[config.mk]
export PLATFORM = sky130hd
export DESIGN_NAME = tmr_scan_recovery
export DESIGN_NICKNAME = d
export VERILOG_FILES = /design/src/rtl/scanrec_pkg.sv /design/src/rtl/sr_pair_counter.sv /design/src/rtl/sr_phase_timer.sv /design/src/rtl/sr_scan_route.sv /design/src/rtl/tmr_scan_recovery.sv
export SDC_FILE = /design/constraint.sdc
export NUM_CORES = 1
export LEC_CHECK = 0
export BUFFER_PORTS_ARGS = -buffer_cell sky130_fd_sc_hd__buf_2
export CAP_MARGIN = 20
export CORE_MARGIN = 3
export CORE_UTILIZATION = 50
export CTS_CLUSTER_SIZE = 30
export DETAILED_ROUTE_END_ITERATION = 8
export PLACE_DENSITY = 0.71
export SLEW_MARGIN = 20
export SYNTH_ARGS = -nofsm -noshare
export SYNTH_HDL_FRONTEND = slang
export SYNTH_SLANG_ARGS = --single-unit
export TNS_END_PERCENT = 30
[constraint.sdc]
create_clock -name clk -period 2.7 [get_ports clk]
set_input_delay 0.135 -clock clk [delete_from_list [all_inputs] [get_ports clk]]
set_output_delay 0.135 -clock clk [all_outputs]
set_load 0.02 [all_outputs]
[src/rtl/scanrec_pkg.sv]
package scanrec_pkg;

    typedef enum logic [2:0] {
        MODE_IDLE    = 3'd0,
        MODE_COMPARE = 3'd1,
        MODE_LOCATE  = 3'd2,
        MODE_REPAIR  = 3'd3,
        MODE_MASTER  = 3'd4,
        MODE_DEAD    = 3'd5
    } mode_e;

    localparam int NUM_MOD  = 3;
    localparam int NUM_PAIR = 3;

    // pair 0 = (0,1), pair 1 = (0,2), pair 2 = (1,2)
    function automatic int pair_lo(input int p);
        return (p == 2) ? 1 : 0;
    endfunction

    function automatic int pair_hi(input int p);
        return (p == 0) ? 1 : 2;
    endfunction

    // lowest-indexed module not flagged faulty
    function automatic logic [1:0] healthy_src(input logic [2:0] faulty);
        if (!faulty[0]) return 2'd0;
        else if (!faulty[1]) return 2'd1;
        else return 2'd2;
    endfunction

endpackage

[src/rtl/sr_pair_counter.sv]
module sr_pair_counter #(
    parameter int LEN   = 64,
    parameter int CNT_W = 7
) (
    input  logic             clk,
    input  logic             rst,
    input  logic             clear_i,
    input  logic             up_i,
    input  logic             down_i,
    input  logic             bit_a_i,
    input  logic             bit_b_i,
    output logic [CNT_W-1:0] cnt_o,
    output logic [CNT_W-1:0] nxt_o
);
    localparam logic [CNT_W-1:0] LEN_C = CNT_W'(LEN);

    logic             diff;
    logic [CNT_W-1:0] cnt_q;
    logic [CNT_W-1:0] cnt_d;

    assign diff = bit_a_i ^ bit_b_i;

    always_comb begin
        cnt_d = cnt_q;
        if (clear_i)
            cnt_d = '0;
        else if (up_i && diff)
            cnt_d = cnt_q + 1'b1;
        else if (down_i && diff)
            cnt_d = cnt_q - 1'b1;
    end

    always_ff @(posedge clk) begin
        if (rst) cnt_q <= '0;
        else     cnt_q <= cnt_d;
    end

    assign cnt_o = cnt_q;
    assign nxt_o = cnt_d;

    // at most one increment per compare cycle after clearing
    p_no_overflow_r3: assert property (@(posedge clk) disable iff (rst)
        up_i |-> (cnt_q < LEN_C));

endmodule

[src/rtl/sr_phase_timer.sv]
module sr_phase_timer #(
    parameter int LEN = 64
) (
    input  logic clk,
    input  logic rst,
    input  logic run_i,
    output logic last_o
);
    localparam int TW = (LEN > 2) ? $clog2(LEN) : 1;
    localparam logic [TW-1:0] LAST = TW'(LEN - 1);

    logic [TW-1:0] cnt_q;

    assign last_o = run_i && (cnt_q == LAST);

    always_ff @(posedge clk) begin
        if (rst || !run_i || last_o) cnt_q <= '0;
        else                         cnt_q <= cnt_q + 1'b1;
    end

    // a scan phase never runs past its final cycle
    p_phase_bound_r2: assert property (@(posedge clk) disable iff (rst)
        run_i |-> (cnt_q <= LAST));

endmodule

[src/rtl/sr_scan_route.sv]
module sr_scan_route
    import scanrec_pkg::*;
(
    input  logic       repair_i,
    input  logic [2:0] faulty_i,
    output logic [5:0] sel_o
);
    logic [1:0] src;
    assign src = healthy_src(faulty_i);

    for (genvar k = 0; k < NUM_MOD; k++) begin : g_mod
        assign sel_o[2*k +: 2] = (repair_i && faulty_i[k]) ? src : 2'(k);

        // a repaired module never takes its state from a faulty one
        always_comb begin
            if (repair_i && faulty_i[k] && (faulty_i != 3'b111))
                p_src_healthy_r5: assert (!faulty_i[sel_o[2*k +: 2]]);
        end
    end

endmodule

[src/rtl/tmr_scan_recovery.sv]
module tmr_scan_recovery
    import scanrec_pkg::*;
#(
    parameter int CHAIN_LEN = 64,
    localparam int CNT_W = $clog2(CHAIN_LEN + 1)
) (
    input  logic             clk,
    input  logic             rst,
    input  logic             voter_err_i,
    input  logic             ckpt_req_i,
    input  logic [2:0]       scan_so_i,
    output logic             scan_en_o,
    output logic [5:0]       sci_sel_o,
    output logic [2:0]       mode_o,
    output logic [2:0]       excluded_o,
    output logic             loc_req_o,
    output logic [CNT_W-1:0] cnt01_o,
    output logic [CNT_W-1:0] cnt02_o,
    output logic [CNT_W-1:0] cnt12_o,
    input  logic [2:0]       verdict_faulty_i,
    input  logic             verdict_perm_i
);
    mode_e state_q, state_d;
    logic [2:0] fmr_q;
    logic       trig, clear, cmp_phase, rep_phase, phase_last, all_zero;
    logic [NUM_PAIR-1:0][CNT_W-1:0] cnt_q;
    logic [NUM_PAIR-1:0][CNT_W-1:0] cnt_d;

    assign trig      = voter_err_i | ckpt_req_i;
    assign cmp_phase = (state_q == MODE_COMPARE);
    assign rep_phase = (state_q == MODE_REPAIR);
    assign clear     = (state_q == MODE_IDLE) && trig;
    assign scan_en_o = cmp_phase | rep_phase;
    assign all_zero  = (cnt_d == '0);

    for (genvar p = 0; p < NUM_PAIR; p++) begin : g_pair
        sr_pair_counter #(.LEN(CHAIN_LEN), .CNT_W(CNT_W)) u_cnt (
            .clk     (clk),
            .rst     (rst),
            .clear_i (clear),
            .up_i    (cmp_phase),
            .down_i  (rep_phase),
            .bit_a_i (scan_so_i[pair_lo(p)]),
            .bit_b_i (scan_so_i[pair_hi(p)]),
            .cnt_o   (cnt_q[p]),
            .nxt_o   (cnt_d[p])
        );
    end

    sr_phase_timer #(.LEN(CHAIN_LEN)) u_timer (
        .clk    (clk),
        .rst    (rst),
        .run_i  (scan_en_o),
        .last_o (phase_last)
    );

    sr_scan_route u_route (
        .repair_i (rep_phase),
        .faulty_i (fmr_q),
        .sel_o    (sci_sel_o)
    );

    always_comb begin
        state_d = state_q;
        unique case (state_q)
            MODE_IDLE:    if (trig) state_d = MODE_COMPARE;
            MODE_COMPARE: if (phase_last) state_d = MODE_LOCATE;
            MODE_LOCATE: begin
                if (verdict_perm_i && $onehot(verdict_faulty_i))
                    state_d = MODE_MASTER;
                else if (verdict_faulty_i == 3'b000)
                    state_d = MODE_IDLE;
                else if (verdict_faulty_i == 3'b111)
                    state_d = MODE_DEAD;
                else
                    state_d = MODE_REPAIR;
            end
            MODE_REPAIR:  if (phase_last) state_d = all_zero ? MODE_IDLE : MODE_DEAD;
            MODE_MASTER:  state_d = MODE_MASTER;
            MODE_DEAD:    state_d = MODE_DEAD;
            default:      state_d = MODE_IDLE;
        endcase
    end

    always_ff @(posedge clk) begin
        if (rst) begin
            state_q <= MODE_IDLE;
            fmr_q   <= '0;
        end else begin
            state_q <= state_d;
            if (state_q == MODE_LOCATE) fmr_q <= verdict_faulty_i;
        end
    end

    assign mode_o     = state_q;
    assign loc_req_o  = (state_q == MODE_LOCATE);
    assign excluded_o = (state_q == MODE_MASTER) ? fmr_q : 3'b000;
    assign cnt01_o    = cnt_q[0];
    assign cnt02_o    = cnt_q[1];
    assign cnt12_o    = cnt_q[2];

    // the verdict is taken in a single cycle
    p_locate_once_r4: assert property (@(posedge clk) disable iff (rst)
        (state_q == MODE_LOCATE) |=> (state_q != MODE_LOCATE));

    // repair ends in idle exactly when every count has returned to zero
    p_clean_exit_r6: assert property (@(posedge clk) disable iff (rst)
        (rep_phase && phase_last) |=> ((state_q == MODE_IDLE) == (cnt_q == '0)));

    // unrecoverable mode is never left without reset
    p_dead_sticky_r7: assert property (@(posedge clk) disable iff (rst)
        (state_q == MODE_DEAD) |=> (state_q == MODE_DEAD));

    // master/checker keeps scan idle and the excluded module fixed
    p_master_quiet_r8: assert property (@(posedge clk) disable iff (rst)
        (state_q == MODE_MASTER) |=>
            ((state_q == MODE_MASTER) && !scan_en_o && $stable(excluded_o)
             && $onehot(excluded_o)));

    // a trigger during repair cannot restart comparison directly
    p_no_restart_r9: assert property (@(posedge clk) disable iff (rst)
        rep_phase |=> (state_q != MODE_COMPARE));

endmodule

# Word level (Yosys, flattened, before mapping)
# Cells that the tools add are included.
dict set report totals {
  reg_bits 33
  word_cells 73
}
dict set report classes {
  n_eq_ne 11
  n_addsub 9
  n_bitwise 5
  n_mux 23
  reduce_logical 19
}
# operator n
set ops {}
lappend ops {{2-to-1 mux 7 bit} 9}
lappend ops {{2-to-1 mux 3 bit} 8}
lappend ops {{adder 7 x 1 -> 7 bit, second input constant} 3}
lappend ops {{logical NOT 21 bit} 1}
lappend ops {{subtractor 7 x 1 -> 7 bit, second input constant} 3}
lappend ops {{one-hot mux 3 bit (6 select lines)} 1}
lappend ops {{logical AND 1 bit} 12}
lappend ops {{2-to-1 mux 2 bit} 5}
lappend ops {{== test 3 bit, second input constant} 3}
lappend ops {{adder 6 x 1 -> 6 bit, second input constant} 1}
lappend ops {{== test 3 x 2 -> 1 bit, second input constant} 2}
lappend ops {{== test 6 bit, second input constant} 1}
lappend ops {{logical NOT 3 bit} 2}
lappend ops {{inequality test 2 x 1 -> 1 bit, second input constant} 2}
lappend ops {{== test 3 x 1 -> 1 bit, second input constant} 1}
lappend ops {{AND reduction 3 bit} 1}
lappend ops {{XOR 1 bit} 3}
lappend ops {{adder 1 x 1 -> 2 bit} 1}
lappend ops {{adder 2 x 1 -> 2 bit} 1}
lappend ops {{== test 2 x 1 -> 1 bit, second input constant} 1}
lappend ops {{logical OR 1 bit} 2}
lappend ops {{inequality test 2 bit, second input constant} 1}
lappend ops {{OR 1 bit} 2}
lappend ops {{logical NOT 1 bit} 1}

# Logic depth before layout (Yosys ltp)
dict set report logic_depth {
  ltp_word 9
  depth_mapped 9
  ltp_nobuf 9
}

# Modules after synthesis
# Synthesis repeated with hierarchy kept, for this count alone.
dict set report hier_totals {
  cells_unflattened 319
  area_unflattened_um2 2561.2
}
# module area_per_inst_um2 cells_each instances seq_area_each_um2
set by_module_without_submodules {}
lappend by_module_without_submodules {sr_pair_counter 606.8 77 3 140.1}
lappend by_module_without_submodules {tmr_scan_recovery 450.4 54 1 120.1}
lappend by_module_without_submodules {sr_phase_timer 244.0 27 1 120.1}
lappend by_module_without_submodules {sr_scan_route 46.3 7 1 0.0}

# Worst setup path after synthesis
# No wires, ideal clock.
dict set report synth_path {
  kind {register to register}
  startpoint {register g_pair[0].u_cnt.cnt_q[0]}
  endpoint {register state_q[0] (netlist: mode_o[0])}
  t_required_ns 2.572
  n_path_buf 0
  path_slack_ns 0.316
  setup_time_ns 0.128
  period_less_slack_ns 2.384
  arrival_time_ns 2.256
  stages_incl_launch_ff 10
  path_cell_list {dfxtp_1 inv_1 ha_1 or3b_2 o22ai_1 a21boi_0 nor4_2 nand4_1 a2111oi_2 o21ai_1}
}
dict set report synth_via {
  elab_chain_len 8
  word_cells_on_any_way 9
  classes_between {add/sub: 2; mux: 6; reduce/logical: 1}
}
# item line
set synth_lines {}
lappend synth_lines {{start, declared} sr_pair_counter.sv:18} ;# logic [CNT_W-1:0] cnt_q;
lappend synth_lines {{start signal, assigned} sr_pair_counter.sv:35} ;# else cnt_q <= cnt_d;
lappend synth_lines {{subtractor 7 x 1 -> 7 bit} sr_pair_counter.sv:30} ;# cnt_d = cnt_q - 1'b1;
lappend synth_lines {{2-to-1 mux 7 bit} sr_pair_counter.sv:29} ;# else if (down_i && diff)
lappend synth_lines {{2-to-1 mux 7 bit (*)} sr_pair_counter.sv:27} ;# else if (up_i && diff)
lappend synth_lines {{2-to-1 mux 7 bit (*)} sr_pair_counter.sv:25} ;# if (clear_i)
lappend synth_lines {{logical NOT 21 bit (*)} tmr_scan_recovery.sv:34} ;# assign all_zero = (cnt_d == '0);
lappend synth_lines {{2-to-1 mux 3 bit (*) (2 in a row)} tmr_scan_recovery.sv:78} ;# MODE_REPAIR: if (phase_last) state_d = all_zero ? MODE_IDLE : MODE_DEAD;
lappend synth_lines {{one-hot mux 3 bit (6 select lines) (*)} tmr_scan_recovery.sv:65} ;# unique case (state_q)
lappend synth_lines {{end signal, assigned} tmr_scan_recovery.sv:90} ;# state_q <= state_d;
lappend synth_lines {{end, declared} tmr_scan_recovery.sv:23} ;# mode_e state_q, state_d;
# Mark *: on every way between the ends. The rest lies on a longest branch, timed or not. The select of a mux whose other input is x is not followed.
# A chain may end at the register's enable or synchronous reset.

# Worst setup path in the final report
dict set report layout_path {
  startpoint {register g_pair[0].u_cnt.cnt_q[0]}
  endpoint {register state_q[2] (netlist: mode_o[2])}
}
# Same word-level chain as after synthesis.

==> metrics.md <==
| Metric | Value |
|---|---|
| Mapped Area | between 2000 and 2500 sq um |
| Tightest Hold Check Type | in2reg |
| # rows | 23 |
| Worst-Skew Late Latency | between 0.2 and 0.3 ns |
| Yosys top cell area share | approximately 30% |
| Max-Cap Viols | 0 |
| DPL Wire Length | a little over 4 mm |
| Starting Density | a little over half |
| Tmin final | between 2 and 3 ns |
| Syn_nets | 286 |
| Post-Place Setup Slack | about 0.16 ns |
| Gpl congestion | 0.837 |
| Vias in the first global route | approximately 1800 |
| Achievable Freq | around 400 MHz |
| Power per cell area | ~740 nW/um^2 |
| NumNets Final | approximately 340 |
| Clock-pin transition on the worst setup and hold timing paths | 0.07 ns |
| CP bufs+invs | 1 |
| Tcrit/Tclk final | a little over 90% |
| WP data arrival | between 2 and 3 ns |
| Initial antenna violation count | 0 |
| GRT overflow | 0 |
| Ports | 46 |
| # H-tree levels | 2 |
| Via/cell ratio | roughly 5.7 |
| #FFs+latches synth | 33 |
| Slew HR | between 60% and 70% |
| Slowest cell delay on critical path | between 0.4 and 0.5 ns |
| Post-Route WL | between 5 and 6 mm |
| Worst-path maximum fanout | 8 |
| Synth unique cells | 55 |
| Status | finished clean |
| Register area share after synthesis | 29.8% |
| Via Count | approximately 2100 |
| Top post-synthesis cells by area | dfxtp_1, nor2_1, xnor2_1 |
| FFs w/ async S/R, synth | 0% |
| Final setup fails | 0 |
| CTS Buf Count | 5 |
| PnR worst setup slack | 0.189 ns |
| Antenna viol nets, final | 0 |
| TritonCTS clock tree | done |
| Crit path capture type | register |
| Clock Tree Root | clkbuf_8 |
| Type of the worst setup path | reg2reg |
| Post-synth EDFFs | 0 |
| Area Growth Syn to Fin | 17.6% |
| Final TNS setup | 0 ns |
| Die W | ~73 microns |
| CP Launch Type | register |
| Final non-filler cell total | around 370 |
| Required time worst endpoint | approximately 2.9 ns |
| WHS | 0.136 ns |
| Largest net degree at the start of global routing | 17 |
| Core Area | slightly above 4000 sq um |
| Wire length per cell | between 10 and 15 microns |
| Die Height | between 70 and 80 microns |
| Biggest area consumer among synthesized cells | dfxtp_1 |
| Slowest cell on the critical path | or3b_2 |
| Metal3 WL | approximately 310 microns |
| DRT Pass-1 Iters | 4 |
| Placed Instances | 360 |
| Die area | 5270 sq um |
| Synth warnings | 0 |
| Iter 0 DRT Violations | 140 |
| Worst-margin pin slew | around 0.49 ns |
| Buffers on Ports | 45 |
| Most used DFF post-synth | dfxtp_1 |
| Clock tree buffer depth | 2 |
| Count of pins over their slew limit | 0 |
| Syn avg cell area | 8.30 sq um |
| RSZ-0062 raised after global routing | false |
| Sink Count | 33 |
| Met1 WL | roughly 2.5 mm |
| # diodes | 0 |
| Met2 WL | roughly 2.5 mm |
| Most common cell in the synthesized netlist | dfxtp_1 |
| Final Hold Violating Endpoints | 0 |
| Peak VDD IR | around 0.47 mV |
| Cell leakage power | 0.00114 uW |
| Gr usage total | roughly a fifth |
| Worst-path cell chain | inv_1 > ha_1 > or3b_2 > o22ai_1 > a21boi_1 > nor4_2 > nand4_1 > a2111oi_4 > o21ai_1 |
| CP delay by family, top | simple AND/OR/NAND/NOR gates |
| Post-Route Skew | approximately 0.0046 ns |
| Setup slack, reg-to-reg | 0.19 ns |
| Max Used Layer | met4 |
| DRC errors left | 0 |
| Most frequent cells after synthesis | dfxtp_1, nor2_1, nand2_1 |
| First-pass GRT wire length | 8.81 mm |
| Share of layout cells above drive strength 1 | approximately a quarter |
| Mapped Cells | ~270 |
[where the power goes]
group / internal, uW / switching (uW)
clock: 230 / 187
sequential: 540 / 77.1
combinational: 386 / 517
[flip-flops by register name, indices dropped and copies added (netlist names)]
register / flops
u_timer.cnt_q: 6
fmr_q: 3
g_pair.u_cnt.cnt_o: 21
mode_o: 3
[repair_timing]
item / CTS / global route
hold buffers: 0 / 0
endpoints found under the setup margin: 0 / 2
buffers inserted: 0 / 0
resized for setup: 0 / 2
[worst register-to-register path, stage by stage (launching register included)]
cell and delay [ns]:
dfxtp_1 0.38, inv_1 0.08, ha_1 0.18, or3b_2 0.44, o22ai_1 0.20, a21boi_1 0.13, nor4_2 0.29, nand4_1 0.17
a2111oi_4 0.41, o21ai_1 0.11
[through the flow]
| step | total power, uW | cell area, sq um | util (%) |
|---|---|---|---|
| after CTS | 1910 | 2590 | 62.6 |
| after floorplan | 1260 | 2220 | - |
| after global placement | 1480 | 2490 | 60.2 |
| after detailed placement | 1490 | 2490 | 60.2 |
| after global routing | 2060 | 2610 | 62.9 |
| final | 1940 | 2610 | 62.9 |
[kinds of logic (layout without fill, tap and decap cells)]
kind of cell    Yosys count  after routing  share of synthesized area, %
xor+xnor                 23             23                          10.1
flops                    33             33                          29.8
compound gates           43             43                          13.2
simple gates            134            134                          34.2
mux                       7              7                          3.27
fa+ha+maj                 8              8                          4.85
buf+inv                  19             70                          4.57
[layout make-up]
| type | instances | area, sq um |
|---|---|---|
| inverters | 10 | 37.5 |
| well taps | 50 | 62.6 |
| flip-flops and latches | 33 | 661 |
| repair buffers | 52 | 278 |
| fillers | 381 | 1540 |
| clock buffers | 7 | 96.3 |
| clock inverters | 1 | 5.00 |
| multi-input cells | 215 | 1470 |
[worst paths after layout]
check	start	end	depth (start not counted)
worst max-delay path	g_pair[0].u_cnt.cnt_o[0]	mode_o[2]	9
worst min-delay path	verdict_faulty_i[2]	fmr_q[2]	3
worst max register to register	g_pair[0].u_cnt.cnt_o[0]	mode_o[2]	9
worst min register to register	u_timer.cnt_q[0]	u_timer.cnt_q[0]	1
[placed cells by master (no fill, tap or decap), types with 3 or more instances in the layout]
cell type,netlist,final
mux2i_1,5,5
xnor2_1,12,12
or2_2,3,3
buf_4,2,7
ha_1,7,7
nor3b_1,4,4
inv_1,9,9
buf_2,2,45
or4_1,4,4
o21ai_1,4,4
o22ai_1,3,3
nor3_1,8,8
xor2_1,8,8
dfxtp_1,33,33
and2_1,6,6
and3b_1,5,5
nor4_1,11,11
nand2_1,19,19
a211oi_1,6,6
nand3_1,9,9
nor2b_1,5,5
and3_1,4,4
nand2b_1,4,4
clkbuf_8,2,7
and4_1,3,3
o21ai_0,7,7
a21oi_1,7,7
nor2_1,32,32
or3_1,6,6
[per-layer routing]
metal / track usage, % / vias to the layer above
met5: 0 / -
met4: 7.58 / 0
met3: 3.72 / 5
met2: 32.8 / 70
met1: 29.8 / 944
li1: - / 1067
Power figures use the tool's default switching activity.
